## src/rtl/bw_pkg.sv

```systemverilog
package bw_pkg;
    localparam int DATA_W  = 16;
    localparam int FIELD_W = 5;
    localparam int LEN_LSB = 8;

    typedef struct packed {
        logic [FIELD_W-1:0] base;
        logic [FIELD_W-1:0] len;
        logic [DATA_W-1:0]  rdata;
    } bw_state_t;
endpackage

```

## src/rtl/bw_index_ctr.sv

```systemverilog
module bw_index_ctr #(
    parameter int W = 5
) (
    input  logic         clk,
    input  logic         rst_n,
    input  logic         clr,
    input  logic         step,
    input  logic [W-1:0] len,
    output logic [W-1:0] idx
);
    logic [W-1:0] idx_d, idx_q;

    always_comb begin
        idx_d = idx_q;
        if (clr) begin
            idx_d = '0;
        end else if (step) begin
            idx_d = (idx_q == len) ? '0 : idx_q + 1'b1;
        end
    end

    always_ff @(posedge clk or negedge rst_n) begin
        if (!rst_n) idx_q <= '0;
        else        idx_q <= idx_d;
    end

    assign idx = idx_q;
endmodule

```

## src/rtl/bw_redirect.sv

```systemverilog
module bw_redirect #(
    parameter int W         = 5,
    parameter int NUM_PLAIN = 18
) (
    input  logic [W-1:0] base,
    input  logic [W-1:0] idx,
    output logic [W:0]   tgt,
    output logic         in_range
);
    always_comb begin
        tgt      = {1'b0, base} + {1'b0, idx};
        in_range = (tgt < (W+1)'(NUM_PLAIN));
    end
endmodule

```

## src/rtl/bw_store.sv

```systemverilog
module bw_store #(
    parameter int DATA_W = 16,
    parameter int DEPTH  = 18,
    parameter int IDX_W  = 5
) (
    input  logic                          clk,
    input  logic                          rst_n,
    input  logic                          we,
    input  logic [IDX_W-1:0]              widx,
    input  logic [DATA_W-1:0]             wdata,
    output logic [DEPTH-1:0][DATA_W-1:0]  rd_all
);
    for (genvar i = 0; i < DEPTH; i++) begin : g_reg
        logic [DATA_W-1:0] reg_d, reg_q;

        always_comb begin
            reg_d = reg_q;
            if (we && (widx == IDX_W'(i))) reg_d = wdata;
        end

        always_ff @(posedge clk or negedge rst_n) begin
            if (!rst_n) reg_q <= '0;
            else        reg_q <= reg_d;
        end

        assign rd_all[i] = reg_q;
    end
endmodule

```

## src/rtl/burst_window_rf.sv

```systemverilog
module burst_window_rf
    import bw_pkg::*;
#(
    parameter int ADDR_W   = 7,
    parameter int CFG_WORD = 18,
    parameter int WIN_WORD = 19
) (
    input  logic              clk,
    input  logic              rst_n,
    input  logic [ADDR_W-1:0] addr,
    input  logic              wr_en,
    input  logic              rd_en,
    input  logic [15:0]       wdata,
    output logic [15:0]       rdata
);
    localparam int NUM_PLAIN = CFG_WORD;
    localparam int WORD_W    = ADDR_W - 2;
    localparam int IDX_W     = $clog2(NUM_PLAIN);

    bw_state_t st_d, st_q;

    logic [WORD_W-1:0]                  word;
    logic                               hit_plain, hit_cfg, hit_win;
    logic                               win_acc, cfg_wr;
    logic [FIELD_W-1:0]                 idx_q;
    logic [FIELD_W:0]                   tgt;
    logic                               tgt_ok;
    logic                               st_we;
    logic [IDX_W-1:0]                   st_widx;
    logic [NUM_PLAIN-1:0][DATA_W-1:0]   rd_all;
    logic [DATA_W-1:0]                  rd_val;

    assign word      = addr[ADDR_W-1:2];
    assign hit_plain = (word < WORD_W'(NUM_PLAIN));
    assign hit_cfg   = (word == WORD_W'(CFG_WORD));
    assign hit_win   = (word == WORD_W'(WIN_WORD));
    assign win_acc   = hit_win && (wr_en || rd_en);
    assign cfg_wr    = hit_cfg && wr_en;

    bw_index_ctr #(.W(FIELD_W)) idx_ctr_i (
        .clk   (clk),
        .rst_n (rst_n),
        .clr   (cfg_wr),
        .step  (win_acc),
        .len   (st_q.len),
        .idx   (idx_q)
    );

    bw_redirect #(.W(FIELD_W), .NUM_PLAIN(NUM_PLAIN)) redir_i (
        .base     (st_q.base),
        .idx      (idx_q),
        .tgt      (tgt),
        .in_range (tgt_ok)
    );

    always_comb begin
        st_we   = wr_en && (hit_plain || (hit_win && tgt_ok));
        st_widx = hit_win ? tgt[IDX_W-1:0] : word[IDX_W-1:0];
    end

    bw_store #(.DATA_W(DATA_W), .DEPTH(NUM_PLAIN), .IDX_W(IDX_W)) store_i (
        .clk    (clk),
        .rst_n  (rst_n),
        .we     (st_we),
        .widx   (st_widx),
        .wdata  (wdata),
        .rd_all (rd_all)
    );

    always_comb begin
        rd_val = '0;
        if (hit_plain) begin
            rd_val = rd_all[word[IDX_W-1:0]];
        end else if (hit_cfg) begin
            rd_val[FIELD_W-1:0]               = st_q.base;
            rd_val[LEN_LSB +: FIELD_W]        = st_q.len;
        end else if (hit_win && tgt_ok) begin
            rd_val = rd_all[tgt[IDX_W-1:0]];
        end
    end

    always_comb begin
        st_d = st_q;
        if (cfg_wr) begin
            st_d.base = wdata[FIELD_W-1:0];
            st_d.len  = wdata[LEN_LSB +: FIELD_W];
        end
        if (rd_en && !wr_en) begin
            st_d.rdata = rd_val;
        end
    end

    always_ff @(posedge clk or negedge rst_n) begin
        if (!rst_n) st_q <= '0;
        else        st_q <= st_d;
    end

    assign rdata = st_q.rdata;
endmodule

```

## config.mk

```make
export PLATFORM = sky130hd
export DESIGN_NAME = burst_window_rf
export DESIGN_NICKNAME = d
export VERILOG_FILES = /design/src/rtl/bw_pkg.sv /design/src/rtl/bw_index_ctr.sv /design/src/rtl/bw_redirect.sv /design/src/rtl/bw_store.sv /design/src/rtl/burst_window_rf.sv
export SDC_FILE = /design/constraint.sdc
export NUM_CORES = 1
export LEC_CHECK = 0
export BUFFER_PORTS_ARGS = -buffer_cell sky130_fd_sc_hd__buf_4
export CAP_MARGIN = 15
export CORE_ASPECT_RATIO = 0.7
export CORE_MARGIN = 2
export CORE_UTILIZATION = 57
export CTS_CLUSTER_DIAMETER = 120
export DETAILED_ROUTE_END_ITERATION = 10
export PLACE_DENSITY = 0.78
export SETUP_SLACK_MARGIN = 0.02
export SLEW_MARGIN = 30
export SYNTH_ARGS = -nofsm -noshare
export SYNTH_HDL_FRONTEND = slang
export SYNTH_HIERARCHICAL = 1
export SYNTH_SLANG_ARGS = --single-unit
```

## constraint.sdc

```tcl
create_clock -name clk -period 3.45 [get_ports clk]
set_input_delay 1.035 -clock clk [delete_from_list [all_inputs] [get_ports clk]]
set_output_delay 1.035 -clock clk [all_outputs]
set_load 0.02 [all_outputs]
```

# Yosys cells after proc, flatten, opt, wreduce, memory -nomap -nowiden
# Index checks and enable logic that the tools add are counted.
[word_totals]
ff_bits = 319
inputBits = 27
output_inout_bits = 16
[op_classes]
addsub = 2
magnitude_cmp = 4
eq_ne = 20
muxes = 14
reduce_logical = 28
[op_table]
columns = ["op", "n"]
rows = [
  ["binary-select mux 16 bit (select 5 bit)", 2],
  ["2-to-1 mux 16 bit", 4],
  ["equality test 5 x 4 -> 1 bit, second input constant", 8],
  ["2-to-1 mux 5 bit", 6],
  ["logical AND 1 bit", 23],
  ["equality test 5 x 3 -> 1 bit, second input constant", 4],
  ["equality test 5 bit, second input constant", 4],
  ["less-than comparator 5 x 6 -> 1 bit, second input constant", 2],
  ["equality test 5 x 2 -> 1 bit, second input constant", 2],
  ["adder 5 x 5 -> 6 bit", 1],
  ["less-than comparator 6 x 5 -> 1 bit, second input constant", 1],
  ["2-to-1 mux 3 bit", 2],
  ["adder 5 x 1 -> 5 bit, second input constant", 1],
  ["equality test 5 x 1 -> 1 bit, second input constant", 1],
  ["equality test 5 bit", 1],
  ["logical NOT 5 bit", 1],
  ["less-than comparator 5 bit, second input constant", 1],
  ["logical OR 1 bit", 2],
  ["nonzero test 2 bit", 1],
  ["logical NOT 1 bit", 1],
]

# Depth between registers and ports, before layout
[logic_depth]
ltp_word = 6
depth_mapped = 14

# By module
# The synthesis kept the hierarchy.
[modules_own_cells]
columns = ["module", "instances", "cells_each", "area_per_inst_um2", "seq_area_each_um2"]
rows = [
  ["bw_store", 1, 642, 10910.5, 7206.9],
  ["burst_window_rf", 1, 587, 6408.6, 650.6],
  ["bw_index_ctr", 1, 37, 382.9, 125.1],
  ["bw_redirect", 1, 34, 249.0, 0.0],
]

# Worst setup path after synthesis
# OpenSTA, ideal clock, no wires.
[synth_timing]
path_type = "register to register"
startpoint = "reg idx_ctr_i.idx_q[0] (netlist: idx_ctr_i/idx[0])"
endpoint = "reg store_i.g_reg[3].reg_q[10]"
setup_time_ns = 0.125
t_arrival_ns = 3.635
t_required_ns = 3.325
setup_slack_ns = -0.310
stages_incl_launch_ff = 15
cell_sequence = "dfrtp_1 -> ha_1 -> inv_1 -> fa_1 -> nand2b_1 -> a21oi_1 -> and3_1 -> o31a_1 -> nand4_1 -> a31oi_1 -> nor4b_4 -> and3_1 -> buf_4 -> buf_6 -> mux2_2"
[synth_between]
elab_chain_cells = 6
word_cells_on_any_way = 8
classes_between = "add/sub (1); order compare (1); eq/ne (1); mux (1); reduce/logical (4)"
[synth_rtl]
columns = ["item", "line", "text"]
rows = [
  ["from (decl)", "bw_index_ctr.sv:11", "logic [W-1:0] idx_d, idx_q;"],
  ["from (signal assigned)", "bw_index_ctr.sv:24", "else idx_q <= idx_d;"],
  ["adder 5 x 5 -> 6 bit", "bw_redirect.sv:11", "tgt = {1'b0, base} + {1'b0, idx};"],
  ["less-than comparator 6 x 5 -> 1 bit", "bw_redirect.sv:12", "in_range = (tgt < (W+1)'(NUM_PLAIN));"],
  ["via tgt_ok", "burst_window_rf.sv:27", "logic tgt_ok;"],
  ["logical AND 1 bit", "burst_window_rf.sv:57", "st_we = wr_en && (hit_plain || (hit_win && tgt_ok));"],
  ["logical OR 1 bit", "burst_window_rf.sv:57", ""],
  ["logical AND 1 bit", "burst_window_rf.sv:57", ""],
  ["via st_we", "burst_window_rf.sv:28", "logic st_we;"],
  ["logical AND 1 bit", "bw_store.sv:18", "if (we && (widx == IDX_W'(i))) reg_d = wdata;"],
  ["to (signal assigned)", "bw_store.sv:23", "else reg_q <= reg_d;"],
  ["to (decl)", "bw_store.sv:14", "logic [DATA_W-1:0] reg_d, reg_q;"],
]
# The timed path passes the listed nets, and every way through them passes these cells.
# A chain may end at the register's enable or synchronous reset.

# Worst setup path in the final report
[layout_timing]
startpoint = "reg st_q[21] in the netlist's numbering"
endpoint = "reg store_i.g_reg[13].reg_q[13]"
[layout_between]
elab_chain_cells = 6
word_cells_on_any_way = 8
classes_between = "add/sub (1); order compare (1); eq/ne (1); mux (1); reduce/logical (4)"
[layout_rtl]
columns = ["item", "line", "text"]
rows = [
  ["from (decl)", "burst_window_rf.sv:20", "bw_state_t st_d, st_q;"],
  ["from (signal assigned)", "burst_window_rf.sv:95", "else st_q <= st_d;"],
  ["adder 5 x 5 -> 6 bit", "bw_redirect.sv:11", ""],
  ["less-than comparator 6 x 5 -> 1 bit", "bw_redirect.sv:12", ""],
  ["via tgt_ok", "burst_window_rf.sv:27", ""],
  ["logical AND 1 bit", "burst_window_rf.sv:57", ""],
  ["logical OR 1 bit", "burst_window_rf.sv:57", ""],
  ["logical AND 1 bit", "burst_window_rf.sv:57", ""],
  ["via st_we", "burst_window_rf.sv:28", ""],
  ["logical AND 1 bit", "bw_store.sv:18", ""],
  ["to (signal assigned)", "bw_store.sv:23", ""],
  ["to (decl)", "bw_store.sv:14", ""],
]
# The timed path passes the listed nets, and every way through them passes these cells.

==> results by group <==
Setup path
  – Kind of start point of the critical path: register
  – Slowest cell on crit path: dfrtp_2
  – Critical path endpoint category: register
  – Crit Path Max Fanout: 7
  – Worst path required time: 3860 ps
  – CP Class: register to register
  – Peak per-stage delay on the critical path: 430 ps
  – Worst EP arrival: 3800 ps
  – CP Cell Sequence: ha_4, inv_2, fa_2, or2b_1, a31oi_1, o2111a_1, o31a_1, nand4_1, a31oi_4, nand4b_4, nor3b_4, buf_6, buf_12, mux2_4

Timing
  – Final period util: 0.985
  – Max-slew violation count: 0
  – Crit path time final: 3400 ps
  – Max frequency: 0.294 GHz
  – Fin. Hold Viols: 0
  – Final setup skew: 15.4 ps
  – RSZ-0062 raised after global routing: yes
  – PnR worst setup slack: 52.9 ps
  – Relative slew slack: 0.407
  – Slew at the pin closest to its max-slew limit: 882 ps
  – Final setup fails: 0

Routing
  – DR vias/cell: 6.65
  – 1st-pass router iterations: 5
  – Via count: 12,000
  – DRC: 0
  – Final ANT Viol Nets: 0
  – DR WL/cell: 27.3 µm
  – Drt first-iter violations: 1,051
  – Final WL: 49,200 µm

Die
  – Die Area: 0.0329 mm²
  – Die Wd: 216 µm
  – Core box area: 0.0311 mm²
  – Row cnt: 54
  – I/O pin total: 43
  – Initial core utilization: 0.577
  – Die Ht: 152 µm

Layout
  – Final net count: 1,390
  – N_diodes: 0
  – Ratio of cells with drive above 1 in the final layout: 0.462
  – Layout Cells excl Fill: 1,800
  – Commonest non-fill, non-tap cells in the layout: 317 x dfrtp_1, 257 x mux2_2, 108 x buf_4
  – Post-route cell area: 0.0205 mm²
  – Fin util: 0.660
  – Commonest non-fill, non-tap cell in the layout: dfrtp_1
  – Area delta synth->final: 14.4%

Clock tree
  – Clock root buffer: clkbuf_16
  – Clock sink count: 319
  – Total CTS buffers: 34
  – Number of H-tree levels: 2
  – Max clock buf depth: 3
  – Skew-Pair Late Insertion Delay: 540 ps
  – Hold buffers post-CTS: 0
  – CTS clock-pin slew for the worst setup and hold paths: 60 ps
  – CTS tree: built

Place
  – Placed cell area: 0.0189 mm²
  – Dpl ws: -18.7 ps
  – GP Congestion: 0.871
  – Final HPWL DP: 31,600 µm
  – Post-Place Cells: 1,730
  – Input/output buffers: 40

Global route
  – Vias in the first global route: 12,200
  – Global-route wire length before repair: 74,400 µm
  – Congestion Overflow GR: 0
  – Initial antenna violation count: 0
  – Largest net degree at the start of global routing: 84
  – Total GRT Usage: 0.296

Power and ir drop
  – PD cells: 669 mW/mm²
  – Logic gate share of total power: 0.366
  – Worst vdd ir: 0.538 mV
  – Sw Ratio: 0.330
  – Clk pwr share: 0.278
  – Switching Power: 4.53 mW
  – Internal power: 9.19 mW
  – Static leakage: 9.40 nW
  – Sequential Power Share: 0.356

Run
  – Max_cap viols: 0

Status
  – Status: finished, final reports clean

Min path
  – Worst Hold Class: input pin to async pin

Logic synthesis
  – Gate Count Post-Synth: 1,298
  – Synth warnings: 6
  – Average size of a mapped cell: 13.8 µm²
  – Cell area after synthesis: 0.0179 mm²
  – Syn_nets: 1,332
[layout make-up]
cell class	instances	area, µm²
Fill cell	2176	10600
Clock buffer	52	1060
Timing Repair Buffer	142	1430
Sequential cell	319	7990
Tap cell	420	526
Multi-Input combinational cell	844	9370
Clock inverter	8	92.6
Inverter	15	56.3
[worst max-delay path: cells and delay by family (launching register included)]
kind / cells / cell delay (ps)
AND/OR/NAND/NOR: 4 / 880
flip-flops: 1 / 430
AO/OA/AOI/OAI: 4 / 840
multiplexers: 1 / 310
adder cells (fa/ha/maj): 2 / 440
buffers and inverters: 3 / 350
[flip-flops by register name, indices dropped and copies added (netlist names)]
signal and count:
store_i/g.reg_q 288, rdata 16, st_q 10, idx_ctr_i/idx 5
[metrics by stage]
stage | hold WS, ps | TNS (ps) | power, mW
after floorplan | 486 | 0 | 8.48
after global placement | 498 | 0 | 9.63
after detailed placement | 511 | -83.1 | 9.80
after CTS | 384 | 0 | 13.6
after global routing | 404 | -3290 | 14.3
final | 390 | 0 | 13.7
[worst paths after layout]
kind | start | to | slack, ps | cells after the start
worst max-delay path | st_q[21] | store_i/g_reg[13].reg_q[13] | 50 | 14
worst max register to register | st_q[21] | store_i/g_reg[13].reg_q[13] | 50 | 14
min in group clk | store_i/g_reg[15].reg_q[0] | store_i/g_reg[15].reg_q[0] | 530 | 1
worst min register to register | store_i/g_reg[15].reg_q[0] | store_i/g_reg[15].reg_q[0] | 530 | 1
worst min-delay path | rst_n | store_i/g_reg[2].reg_q[1] | 390 | 1
max in group asynchronous | rst_n | store_i/g_reg[0].reg_q[15] | 2160 | 3
[routing by layer]
layer | GRT usage | vias to the layer above | routed length (µm)
met3 | 0.0832 | 117 | 4500
li1 | - | 5057 | -
met5 | 0 | - | 0
met1 | 0.420 | 6277 | 21000
met4 | 0.106 | 0 | 1730
met2 | 0.441 | 521 | 22000
[power groups by stage]
stage	Clock (mW)	Sequential (mW)	Combinational, mW
floorplan	0	4.75	3.73
global placement	0	4.87	4.77
detailed placement	0	4.92	4.88
CTS	3.85	4.86	4.90
global route	4.01	4.96	5.33
finish	3.81	4.89	5.02
[repair_timing]
item                                    in CTS  in global routing
endpoints found under the setup margin      20                239
pin swaps                                    0                 10
setup buffers                                1                  5
gates cloned                                 0                  4
resized for setup                            1                 82
Note: power is estimated with default switching activity, not from simulation.
